[src/rtl/hbw_pkg.sv]
// Package: shared slot classes and size encoding for the bridge window bank.
// Assumes: a single 64-bit register port; slot layout is fixed relative to NUM_WIN.
package hbw_pkg;

    // Classification of the addressed slot
    typedef enum logic [2:0] {
        SLOT_WBASE = 3'd0,
        SLOT_WMASK = 3'd1,
        SLOT_XLAT  = 3'd2,
        SLOT_RAZ   = 3'd3,
        SLOT_BAD   = 3'd4
    } slot_kind_e;

    // Only the full-width access code is legal
    localparam logic [1:0] SIZE_B64 = 2'd3;

    // Control slots follow the three window groups
    localparam int CTRL_OFS   = 0;   // bridge control, read as zero
    localparam int TLBALL_OFS = 7;   // whole-cache invalidate, read as zero
    // Offsets 1..6, 8, 9 after the groups are unimplemented; the rest are undecoded

endpackage

[src/rtl/hbw_decode.sv]
// Module: hbw_decode
// Purpose: turns a request address into a claim flag, a slot class and a window
// select. Pure combinational logic.
// Assumes: SLOT_SHIFT + IDX_W < ADDR_W, and the bank does not wrap past the top of
// the address space.
module hbw_decode
    import hbw_pkg::*;
#(
    parameter int          ADDR_W     = 32,
    parameter logic [31:0] BASE_ADDR  = 32'h4000_0000,
    parameter int          SLOT_SHIFT = 6,
    parameter int          IDX_W      = 5,
    parameter int          NUM_WIN    = 4,
    parameter int          WSEL_W     = 2
) (
    input  logic [ADDR_W-1:0] req_addr,
    output logic              hit,
    output slot_kind_e        kind,
    output logic [WSEL_W-1:0] wsel
);
    localparam int HI_LSB    = SLOT_SHIFT + IDX_W;
    localparam int GRP2      = 2 * NUM_WIN;
    localparam int GRP3      = 3 * NUM_WIN;
    localparam int CTRL_SLOT = GRP3 + CTRL_OFS;
    localparam int TLB_SLOT  = GRP3 + TLBALL_OFS;

    logic [ADDR_W-1:0] offset;
    logic [IDX_W-1:0]  idx;
    int                idx_i;
    logic              unused_low;

    // Offset from bank base and claim decision
    always_comb begin
        offset = req_addr - ADDR_W'(BASE_ADDR);
        hit    = (req_addr >= ADDR_W'(BASE_ADDR)) && (offset[ADDR_W-1:HI_LSB] == '0);
        idx    = offset[SLOT_SHIFT +: IDX_W];
        idx_i  = int'(idx);
    end

    assign unused_low = ^offset[SLOT_SHIFT-1:0];

    // Slot classification and window select
    always_comb begin
        kind = SLOT_BAD;
        wsel = '0;
        if (idx_i < NUM_WIN) begin
            kind = SLOT_WBASE;
            wsel = WSEL_W'(idx_i);
        end else if (idx_i < GRP2) begin
            kind = SLOT_WMASK;
            wsel = WSEL_W'(idx_i - NUM_WIN);
        end else if (idx_i < GRP3) begin
            kind = SLOT_XLAT;
            wsel = WSEL_W'(idx_i - GRP2);
        end else if (idx_i == CTRL_SLOT || idx_i == TLB_SLOT) begin
            kind = SLOT_RAZ;
        end
    end

endmodule

[src/rtl/hbw_win_regs.sv]
// Module: hbw_win_regs
// Purpose: the storage for NUM_WIN windows (base, mask, translated base), one
// write port, a read mux and flat parallel outputs.
// Assumes: wr_en is asserted only for legal full-width writes to stored slots.
module hbw_win_regs
    import hbw_pkg::*;
#(
    parameter int NUM_WIN = 4,
    parameter int DATA_W  = 64,
    parameter int WSEL_W  = 2
) (
    input  logic                      clk,
    input  logic                      rst_n,
    input  logic                      wr_en,
    input  slot_kind_e                kind,
    input  logic [WSEL_W-1:0]         sel,
    input  logic [DATA_W-1:0]         wr_data,
    output logic [DATA_W-1:0]         rd_data,
    output logic [NUM_WIN*DATA_W-1:0] base_flat,
    output logic [NUM_WIN*DATA_W-1:0] mask_flat,
    output logic [NUM_WIN*DATA_W-1:0] xlat_flat
);
    logic [DATA_W-1:0] base_q [NUM_WIN];
    logic [DATA_W-1:0] mask_q [NUM_WIN];
    logic [DATA_W-1:0] xlat_q [NUM_WIN];

    for (genvar w = 0; w < NUM_WIN; w++) begin : g_win
        logic hit_w;
        assign hit_w = wr_en && (int'(sel) == w);

        // Window base register, cleared by reset
        always_ff @(posedge clk) begin
            if (!rst_n)
                base_q[w] <= '0;
            else if (hit_w && kind == SLOT_WBASE)
                base_q[w] <= wr_data;
        end

        // Window mask register, cleared by reset
        always_ff @(posedge clk) begin
            if (!rst_n)
                mask_q[w] <= '0;
            else if (hit_w && kind == SLOT_WMASK)
                mask_q[w] <= wr_data;
        end

        // Translated base register, cleared by reset
        always_ff @(posedge clk) begin
            if (!rst_n)
                xlat_q[w] <= '0;
            else if (hit_w && kind == SLOT_XLAT)
                xlat_q[w] <= wr_data;
        end

        assign base_flat[w*DATA_W +: DATA_W] = base_q[w];
        assign mask_flat[w*DATA_W +: DATA_W] = mask_q[w];
        assign xlat_flat[w*DATA_W +: DATA_W] = xlat_q[w];
    end

    // Read mux: stored slots return contents, everything else zero
    always_comb begin
        unique case (kind)
            SLOT_WBASE: rd_data = base_q[sel];
            SLOT_WMASK: rd_data = mask_q[sel];
            SLOT_XLAT:  rd_data = xlat_q[sel];
            default:    rd_data = '0;
        endcase
    end

endmodule

[src/rtl/hbw_rsp.sv]
// Module: hbw_rsp
// Purpose: registers the single-cycle response (acknowledge, error, read data).
// Assumes: the inputs are valid in the same cycle as the claimed request.
module hbw_rsp #(
    parameter int DATA_W = 64
) (
    input  logic              clk,
    input  logic              rst_n,
    input  logic              fire,
    input  logic              err_d,
    input  logic [DATA_W-1:0] rdata_d,
    output logic              ack_q,
    output logic              err_q,
    output logic [DATA_W-1:0] rdata_q
);
    // Response flops; idle cycles return a clean zero response
    always_ff @(posedge clk) begin
        if (!rst_n) begin
            ack_q   <= 1'b0;
            err_q   <= 1'b0;
            rdata_q <= '0;
        end else begin
            ack_q   <= fire;
            err_q   <= fire && err_d;
            rdata_q <= fire ? rdata_d : '0;
        end
    end

endmodule

[src/rtl/hbw_regbank.sv]
// Module: hbw_regbank (top)
// Purpose: the window register bank of a host-to-PCI bridge. It decodes 64-byte
// slots, checks the access size, stores window registers, answers the read-as-zero
// control slots and returns an error for every other slot.
// Assumes: one request per cycle at most; no back-pressure; responses one cycle later.
module hbw_regbank
    import hbw_pkg::*;
#(
    parameter int          ADDR_W     = 32,
    parameter int          DATA_W     = 64,
    parameter logic [31:0] BASE_ADDR  = 32'h4000_0000,
    parameter int          SLOT_SHIFT = 6,
    parameter int          IDX_W      = 5,
    parameter int          NUM_WIN    = 4
) (
    input  logic                      clk,
    input  logic                      rst_n,
    input  logic                      req_valid,
    input  logic                      req_write,
    input  logic [ADDR_W-1:0]         req_addr,
    input  logic [1:0]                req_size,
    input  logic [DATA_W-1:0]         req_wdata,
    output logic                      rsp_ack,
    output logic                      rsp_err,
    output logic [DATA_W-1:0]         rsp_rdata,
    output logic [NUM_WIN*DATA_W-1:0] win_base_o,
    output logic [NUM_WIN*DATA_W-1:0] win_mask_o,
    output logic [NUM_WIN*DATA_W-1:0] win_xlat_o
);
    localparam int WSEL_W = (NUM_WIN > 1) ? $clog2(NUM_WIN) : 1;

    logic              hit;
    slot_kind_e        kind;
    logic [WSEL_W-1:0] wsel;
    logic              stored;
    logic              err_now;
    logic              fire;
    logic              wr_en;
    logic [DATA_W-1:0] reg_rd;
    logic [DATA_W-1:0] rdata_now;

    hbw_decode #(
        .ADDR_W     (ADDR_W),
        .BASE_ADDR  (BASE_ADDR),
        .SLOT_SHIFT (SLOT_SHIFT),
        .IDX_W      (IDX_W),
        .NUM_WIN    (NUM_WIN),
        .WSEL_W     (WSEL_W)
    ) u_dec (
        .req_addr (req_addr),
        .hit      (hit),
        .kind     (kind),
        .wsel     (wsel)
    );

    // Request qualification: claim, error and write enable
    always_comb begin
        stored    = (kind == SLOT_WBASE) || (kind == SLOT_WMASK) || (kind == SLOT_XLAT);
        fire      = req_valid && hit;
        err_now   = (req_size != SIZE_B64) || (kind == SLOT_BAD);
        wr_en     = fire && req_write && !err_now && stored;
        rdata_now = (!req_write && !err_now) ? reg_rd : '0;
    end

    hbw_win_regs #(
        .NUM_WIN (NUM_WIN),
        .DATA_W  (DATA_W),
        .WSEL_W  (WSEL_W)
    ) u_regs (
        .clk       (clk),
        .rst_n     (rst_n),
        .wr_en     (wr_en),
        .kind      (kind),
        .sel       (wsel),
        .wr_data   (req_wdata),
        .rd_data   (reg_rd),
        .base_flat (win_base_o),
        .mask_flat (win_mask_o),
        .xlat_flat (win_xlat_o)
    );

    hbw_rsp #(
        .DATA_W (DATA_W)
    ) u_rsp (
        .clk     (clk),
        .rst_n   (rst_n),
        .fire    (fire),
        .err_d   (err_now),
        .rdata_d (rdata_now),
        .ack_q   (rsp_ack),
        .err_q   (rsp_err),
        .rdata_q (rsp_rdata)
    );

endmodule

[config.mk]
export PLATFORM = sky130hd
export DESIGN_NAME = hbw_regbank
export DESIGN_NICKNAME = d
export VERILOG_FILES = /design/src/rtl/hbw_pkg.sv /design/src/rtl/hbw_decode.sv /design/src/rtl/hbw_win_regs.sv /design/src/rtl/hbw_rsp.sv /design/src/rtl/hbw_regbank.sv
export SDC_FILE = /design/constraint.sdc
export NUM_CORES = 1
export LEC_CHECK = 0
export CAP_MARGIN = 40
export CORE_AREA = 2 2 366 368
export DETAILED_ROUTE_END_ITERATION = 8
export DIE_AREA = 0 0 368 370
export DONT_BUFFER_PORTS = 1
export PLACE_DENSITY = 0.41
export SKIP_LAST_GASP = 1
export SYNTH_ARGS = -nofsm -noshare
export SYNTH_HDL_FRONTEND = slang
export SYNTH_SLANG_ARGS = --single-unit
[constraint.sdc]
create_clock -name clk -period 9.1 [get_ports clk]
set_input_delay 0.455 -clock clk [delete_from_list [all_inputs] [get_ports clk]]
set_output_delay 0.455 -clock clk [all_outputs]
set_load 0.02 [all_outputs]
# == Word-level counts from Yosys, hierarchy flattened ==
# Memory sizes are Yosys's and may differ from the RTL's.
# Index checks and enable logic that the tools add are counted.
# Widths: inputs -> output; s select.
# op_classes
n_reduce_logical,33
n_addsub,3
mux,57
n_bitwise,12
order_cmp,4
n_eq_ne,9
# op_table
operator,count
$mux 64,12
$pmux 64 s3,1
$mux 1,37
$ge 32x31->1 const B,1
$sub 32x31->32 const B,1
$logic_and 1x1->1,23
$logic_not 21->1,1
$mux 3,4
$or 1x1->1,12
$eq 5x5->1 const B,2
$lt 5x4->1 const B,2
$mux 2,3
$lt 5x3->1 const B,1
$eq 2x2->1 const B,2
$logic_or 1x1->1,4
$sub 2x1->2 const B,2
$eq 3x1->1 const B,1
$eq 3x2->1 const B,1
$eq 3x3->1 const B,1
$logic_not 3->1,1
$reduce_and 3->1,1
$eq 2x1->1 const B,1
$logic_not 1->1,2
$logic_not 2->1,1
$ne 2x2->1 const B,1
# word_totals
mem_count,3
input_bits,102
out_inout_bits,834
mem_bits_rw,768
register_bits,66
word_cells,124
# mem_list
memory,depth,width,read_ports,rd_clocked_by_memory_dff,wr,line,source
u_regs.base_q,4,64,5,0,4,hbw_win_regs.sv:23,logic [DATA_W-1:0] base_q [NUM_WIN];
u_regs.mask_q,4,64,5,0,4,hbw_win_regs.sv:24,logic [DATA_W-1:0] mask_q [NUM_WIN];
u_regs.xlat_q,4,64,5,0,4,hbw_win_regs.sv:25,logic [DATA_W-1:0] xlat_q [NUM_WIN];

# == Depth between registers and ports, before layout ==
# Gate-level depths: netlist of run 1.
# logic_depth
word_depth,18
ltp_mapped,9
ltp_nobuf,6

# == Cells and area by module ==
# A second synthesis of run 1 with hierarchy kept.
# hier_totals
cells_unflattened,2800
area_unflattened_um2,37334.6
# modules_own_cells
mod,area_per_inst_um2,seq_area_each_um2,cells_each,n_inst
hbw_win_regs,34245.3,23062.1,2533,1
hbw_rsp,1854.3,1321.3,146,1
hbw_regbank,1054.8,0.0,92,1
hbw_decode,180.2,0.0,29,1

# == Worst setup path after synthesis of run 1 ==
# Ideal clock, no wire load.
# synth_timing
path_type,input -> register
from,input req_addr[30]
to,memory u_regs.base_q[2][0] (enable)
path_buffers,3
path_slack_ps,2092
stages,9
t_required_ps,8525
arrival_ps,6433
setup_time_ps,575
path_cell_list,inv_1 ha_1 nor4b_1 and4_1 clkbuf_1 nand4b_1 clkbuf_1 clkbuf_1 o21ai_0
# synth_lines
element,line,source
from (decl),hbw_regbank.sv:20,"input logic [ADDR_W-1:0] req_addr,"
to (decl),hbw_win_regs.sv:23,

==> flow_summary.yaml, run 1 <==
sta:
  slew_headroom_pct: 18.6
  period_share_pct: 38.5
  grt_setup_unrepaired: "false"
  final-setup-viol-count: 0
  maxSlewViolCount: 0
  layout_min_cycle_time_ps: 3500
  final_hold_viol_count: 0
  final_sum_of_negative_setup_slack_ps: 0
  finClkSkew_ps: 33.2
  max_slew.worst_pin.slew_ps: 1220
  setup_ws_ps: 5600
  maxClockFrequency_mhz: 286
layout:
  instances_no_fill: 4557
  area_growth_pct: 13.9
  mostFrequentLayoutCells: "sky130_fd_sc_hd__nor3_1, sky130_fd_sc_hd__edfxtp_1, sky130_fd_sc_hd__o21a_1"
  drive_above_1_share_pct: 12.5
  nNetsFinal: 2804
  final_common_cell: "sky130_fd_sc_hd__nor3_1"
  finish.instance_area_um2: 41800
routing:
  detailroute.via_count: 27300
  drt_first_iter_violations: 2910
  drt_first_pass_iters: 5
  post-route-drc-count: 0
  drt.antenna.violating_nets: 0
  wire_per_inst_um: 39.1
  finalWirelength_mm: 178
  vias_per_cell: 6.00
grt:
  grt_antenna_before_repair: 13
  globalRouteOverflowTotal: 0
  grt_start_max_net_pins: 264
  grt_pass1_vias: 26500
  wire_length_of_the_first_global_routing_pass_mm: 239
  grt_usage_pct: 25.1
hold_path:
  hold_path_origin: "req_addr[6]"
  hold_class: "primary input to flop"
yosys:
  top_cell_type_s_share_of_synthesized_area_pct: 62.8
  yosys.cell_types.count: 40
  synthTopCellsByArea: "sky130_fd_sc_hd__edfxtp_1, sky130_fd_sc_hd__nor3_1, sky130_fd_sc_hd__dfxtp_1, sky130_fd_sc_hd__clkbuf_1, sky130_fd_sc_hd__mux2_2"
  post_synth.cell_area_avg_um2: 12.6
  yosysWarnings: 0
  dominantRegCellSynth: "sky130_fd_sc_hd__edfxtp_1"
  yosysTopAreaCell: "sky130_fd_sc_hd__edfxtp_1"
  synth.net_count: 3009
  synth-async-reset-ratio_pct: 0
  yosys_register_bits: 834
  synthCells: 2906
  synth_sequential_area_ratio_pct: 66.4
  mappedNetlistArea_um2: 36700
  synth_edf_count: 768
place:
  finalWeightedCongestion: 0.889
  numPlacedInstances: 4365
  place.detailed.hpwl_mm: 116
  detailedPlace.worstSlack_ps: 4840
  port_buffer_count: 0
  dpl_cell_area_um2: 38600
cts:
  cts_buffers: 99
  cts_root_buffer: "sky130_fd_sc_hd__clkbuf_16"
  clockBufferDepth: 3
  count_of_h_tree_levels_built_during_cts: 3
  latest_clock_arrival_within_the_worst_skew_pair_ps: 730
  clock_slew_at_reported_path_ffs_ps: 50
  cts_sinks: 834
  tritoncts_clock_tree: "built"
power_and_ir_drop:
  max-vdd-ir-drop_uv: 138
  power.total_mw: 9.26
  pwr_density_cell_nw_per_um2: 222
  total_leakage_power_nw: 12.0
floorplanning:
  core_um2: 132000
  start_util_pct: 27.7
  die_ar_um2: 136000
  io-pin-count: 936
  placementRows: 134
  vertical_extent_of_the_die_um: 370
  die_width_um: 368
critical_path:
  timing.rr.start: "u_regs.base_q[2][56]"
  critPathCaptureType: "flop"
  crit_arrival_ps: 3880
  critPathRequiredTime_ps: 9480
  timing.critical_path.from_type: "primary input"
  critPathMaxFanout: 49
  worst_setup_path_startpoint: "req_addr[9]"
  type_of_the_worst_setup_path: "primary input to flop"
status:
  result_of_the_run: "complete, no violations"
flow_run:
  timing.max_cap.violations: 0
## synth_stat cells, drive strengths merged, types with 5 or more instances
cell type  instances
a21boi            64
clkbuf           340
a21oi             65
o21ai             76
o211ai            31
nor3             771
o21a             128
dfxtp             66
buf               47
edfxtp           768
mux2i             95
nand3             31
inv                5
o221ai            97
mux2              97
a211oi            65
nand2             69
a311oi            64
## flip-flops by register name, summed over array words and instances, names as in the netlist
signal and flops:
u_regs.mask_q 256, u_regs.xlat_q 256, u_rsp.err_q 1, u_regs.base_q 256, u_rsp.ack_q 1, u_rsp.rdata_q 64
## report_power, final
part	switching [mW]	internal, mW	leakage [nW]
Sequential	0.461	4.37	7.82
Combinational	0.353	0.132	2.63
Clock	1.69	2.26	1.56
Total	2.51	6.76	12.0
## cells by family after synthesis
| logic type | Yosys count | synth area share (%) |
|---|---|---|
| muxes | 192 | 5.57 |
| buffers and inverters | 392 | 4.07 |
| AOI/OAI and AO/OA | 595 | 11.8 |
| and+or+nand+nor | 892 | 12.1 |
| adders and majority gates | 1 | 0.0341 |
| DFF | 834 | 66.4 |
## through the flow
stage          utilization, %  hold slack, ps
6_report                 31.6            78.5
5_1_grt                  31.6            70.2
4_1_cts                  31.6            19.4
3_5_place_dp             29.2             732
3_3_place_gp             28.8             742
2_1_floorplan               -             735
## layout make-up
| cell class | instances | area [µm²] |
|---|---|---|
| Timing Repair Buffer | 81 | 981 |
| Sequential cell | 834 | 24400 |
| Inverter | 5 | 18.8 |
| Multi-Input combinational cell | 1680 | 11000 |
| Antenna cell | 4 | 10.0 |
| Clock buffer | 131 | 2700 |
| Fill cell | 13200 | 90600 |
| Tap cell | 1768 | 2210 |
| Clock inverter | 54 | 462 |
## critical path, stage by stage
cell and delay [ps]:
sky130_fd_sc_hd__a21oi_4 120, sky130_fd_sc_hd__buf_4 500, sky130_fd_sc_hd__nand3b_1 240, sky130_fd_sc_hd__nand4b_1 580, sky130_fd_sc_hd__buf_4 500, sky130_fd_sc_hd__o21ai_4 460, sky130_fd_sc_hd__buf_4 510, sky130_fd_sc_hd__buf_12 280
## metal layers
metal	track usage (%)	vias to the layer above	part of all wire, %
met4	11.4	4	4.9
met3	8.55	410	10
met1	30.1	14200	38
met2	40.7	1714	47
li1	-	11000	-
met5	0	-	0.015
## worst paths after layout
path	end	slack (ps)	depth (start not counted)
worst max-delay path	u_regs.mask_q[2][54]	5600	8
worst min-delay path	u_rsp.rdata_q[7]	80	3
worst max register to register	u_rsp.rdata_q[56]	6930	4
worst min register to register	u_rsp.rdata_q[53]	870	2
## what timing repair did
action	CTS	global route
resized for setup	0	0
hold buffers	3	0
hold endpoints to repair	2	0
buffers inserted	0	0
(Power assumes the default switching activity.)
==> run 2: changes to the inputs <==
Settings changed: CORE_AREA 2 2 366 368 to 2 2 362 364, DIE_AREA 0 0 368 370 to 0 0 364 366, PLACE_DENSITY 0.41 to 0.43.
Clock period 9.1 ns to 2.95 ns, I/O delays scaled along.
==> flow_summary.yaml, run 2 (synthesis results as in run 1) <==
status:
  result_of_the_run: "complete, no violations"
cts:
  post_cts_resized: 0
  postCtsSetupBuffers: 0
  cts_sinks: 834
  clockBufferDepth: 3
  latest_clock_arrival_within_the_worst_skew_pair_ps: 710
  cts_buffers: 98
  clock_slew_at_reported_path_ffs_ps: 60
  tritoncts_clock_tree: "built"
  cts_root_buffer: "sky130_fd_sc_hd__clkbuf_16"
  cts_hold_repair.buffers: 41
  count_of_h_tree_levels_built_during_cts: 3
layout:
  drive_above_1_share_pct: 12.6
  mostFrequentLayoutCells: "sky130_fd_sc_hd__nor3_1, sky130_fd_sc_hd__edfxtp_1, sky130_fd_sc_hd__o21a_1"
  final_common_cell: "sky130_fd_sc_hd__nor3_1"
  finish.instance_area_um2: 42500
  instances_no_fill: 4580
  reg.largest.list: "u_regs.base_q x256, u_regs.mask_q x256, u_regs.xlat_q x256"
  filler_cell_count: 12800
  nNetsFinal: 2851
  area_growth_pct: 15.9
critical_path:
  worst_stage_delay_on_the_critical_path_ps: 630
  type_of_the_worst_setup_path: "primary input to flop"
  critPathRequiredTime_ps: 3480
  crit_arrival_ps: 3340
  critical_path.cell_chain: "dlygate4sd3_1 -> nor3_2 -> a41o_1 -> nand4b_1 -> buf_12 -> buf_12 -> nor3_1"
  critPathMaxFanout: 140
  critPathCaptureType: "flop"
  path_common_cell: "sky130_fd_sc_hd__buf_12"
  crit_slowest_cell: "sky130_fd_sc_hd__dlygate4sd3_1"
  timing.critical_path.from_type: "primary input"
place:
  dpl_cell_area_um2: 38900
  finalWeightedCongestion: 0.877
  place.detailed.hpwl_mm: 112
  numPlacedInstances: 4347
  detailedPlace.worstSlack_ps: 199
  port_buffer_count: 0
grt:
  grt_usage_pct: 26.0
  use_met3_pct: 8.61
  groute.layer.met1.usage_pct: 31.1
  gr-usage-met2_pct: 41.9
  globalRouteOverflowTotal: 0
  grt_pass1_vias: 27100
  grt_antenna_before_repair: 14
  wire_length_of_the_first_global_routing_pass_mm: 243
  grt_start_max_net_pins: 246
  top_usage_layer: "met2"
routing:
  wire_per_inst_um: 39.3
  detailroute.via_count: 28000
  drt_first_iter_violations: 3177
  vias_per_cell: 6.12
  post-route-drc-count: 0
  finalWirelength_mm: 180
  drt_first_pass_iters: 6
  drt.antenna.violating_nets: 0
sta:
  holdWs_ps: 67.8
  final-setup-viol-count: 0
  slew_headroom_pct: 11.6
  final_sum_of_negative_setup_slack_ps: 0
  finClkSkew_ps: 28.5
  grt_setup_unrepaired: "false"
  layout_min_cycle_time_ps: 2810
  final_hold_viol_count: 0
  maxSlewViolCount: 0
  setup_ws_ps: 139
  maxClockFrequency_mhz: 356
  period_share_pct: 95.3
  max_slew.worst_pin.slew_ps: 1330
power_and_ir_drop:
  pwr_density_cell_nw_per_um2: 670
  max-vdd-ir-drop_uv: 421
  total_leakage_power_nw: 12.3
floorplanning:
  die_width_um: 364
  vertical_extent_of_the_die_um: 366
  die_ar_um2: 133000
  placementRows: 132
  core_um2: 129000
  io-pin-count: 936
  start_util_pct: 28.5
flow_run:
  timing.max_cap.violations: 0
hold_path:
  hold_class: "primary input to flop"
==> run 2: cell types whose count changed in the layout (fill, tap and decap cells not counted), sizes merged <==
cell         change
dlygate4sd3     +34
buf             +14
clkbuf          +12
clkinv           -8
diode            +3
inv              -3
bufinv           -2
clkinvlp         -1
==> run 2: report_power, final <==
part	internal [mW]	switching (mW)	total, mW
registers	13.5	1.42	14.9
clock network	6.83	5.12	11.9
logic	0.498	1.18	1.68
==> run 2: metrics by stage <==
step / power, mW / util (%)
after floorplan: 15.6 / -
after global placement: 16.6 / 30.2
after detailed placement: 16.6 / 30.2
after CTS: 28.7 / 32.9
after global routing: 29.2 / 33.0
final: 28.5 / 33.0
==> run 2: path summary, 6_finish.rpt <==
check	end	cells after the start	slack, ps	from
setup / recovery	u_regs.xlat_q[2][10]	7	140	req_addr[8]
hold / removal	u_regs.base_q[3][42]	2	70	req_wdata[42]
setup reg to reg	u_rsp.rdata_q[8]	6	390	u_regs.base_q[3][8]
hold reg to reg	u_rsp.rdata_q[15]	2	870	u_regs.base_q[2][15]
==> run 2: layout make-up <==
type	count	area (µm²)	area share, %
flip-flops and latches	834	24400	57.3
repair buffers	129	1780	4.17
clock buffers	143	2760	6.50
inverters	5	18.8	0.0441
well taps	1742	2180	5.12
multi-input cells	1680	11100	26.0
clock inverters	40	322	0.756
diodes	7	17.5	0.0412
==> run 2: worst max-delay path: cells and delay by family <==
kind                   cells  cell delay [ps]
buffers and inverters      3             1440
AND/OR/NAND/NOR            3              800
AO/OA/AOI/OAI              1              410
==> run 2: metal layers <==
layer  up-vias  share of wire (%)  wire, µm
met1     14600                 37     66200
met5         -                  0         0
met4         0                5.1      9170
li1      11100                  -         -
met2      2014                 47     84400
met3       401                 11     20100
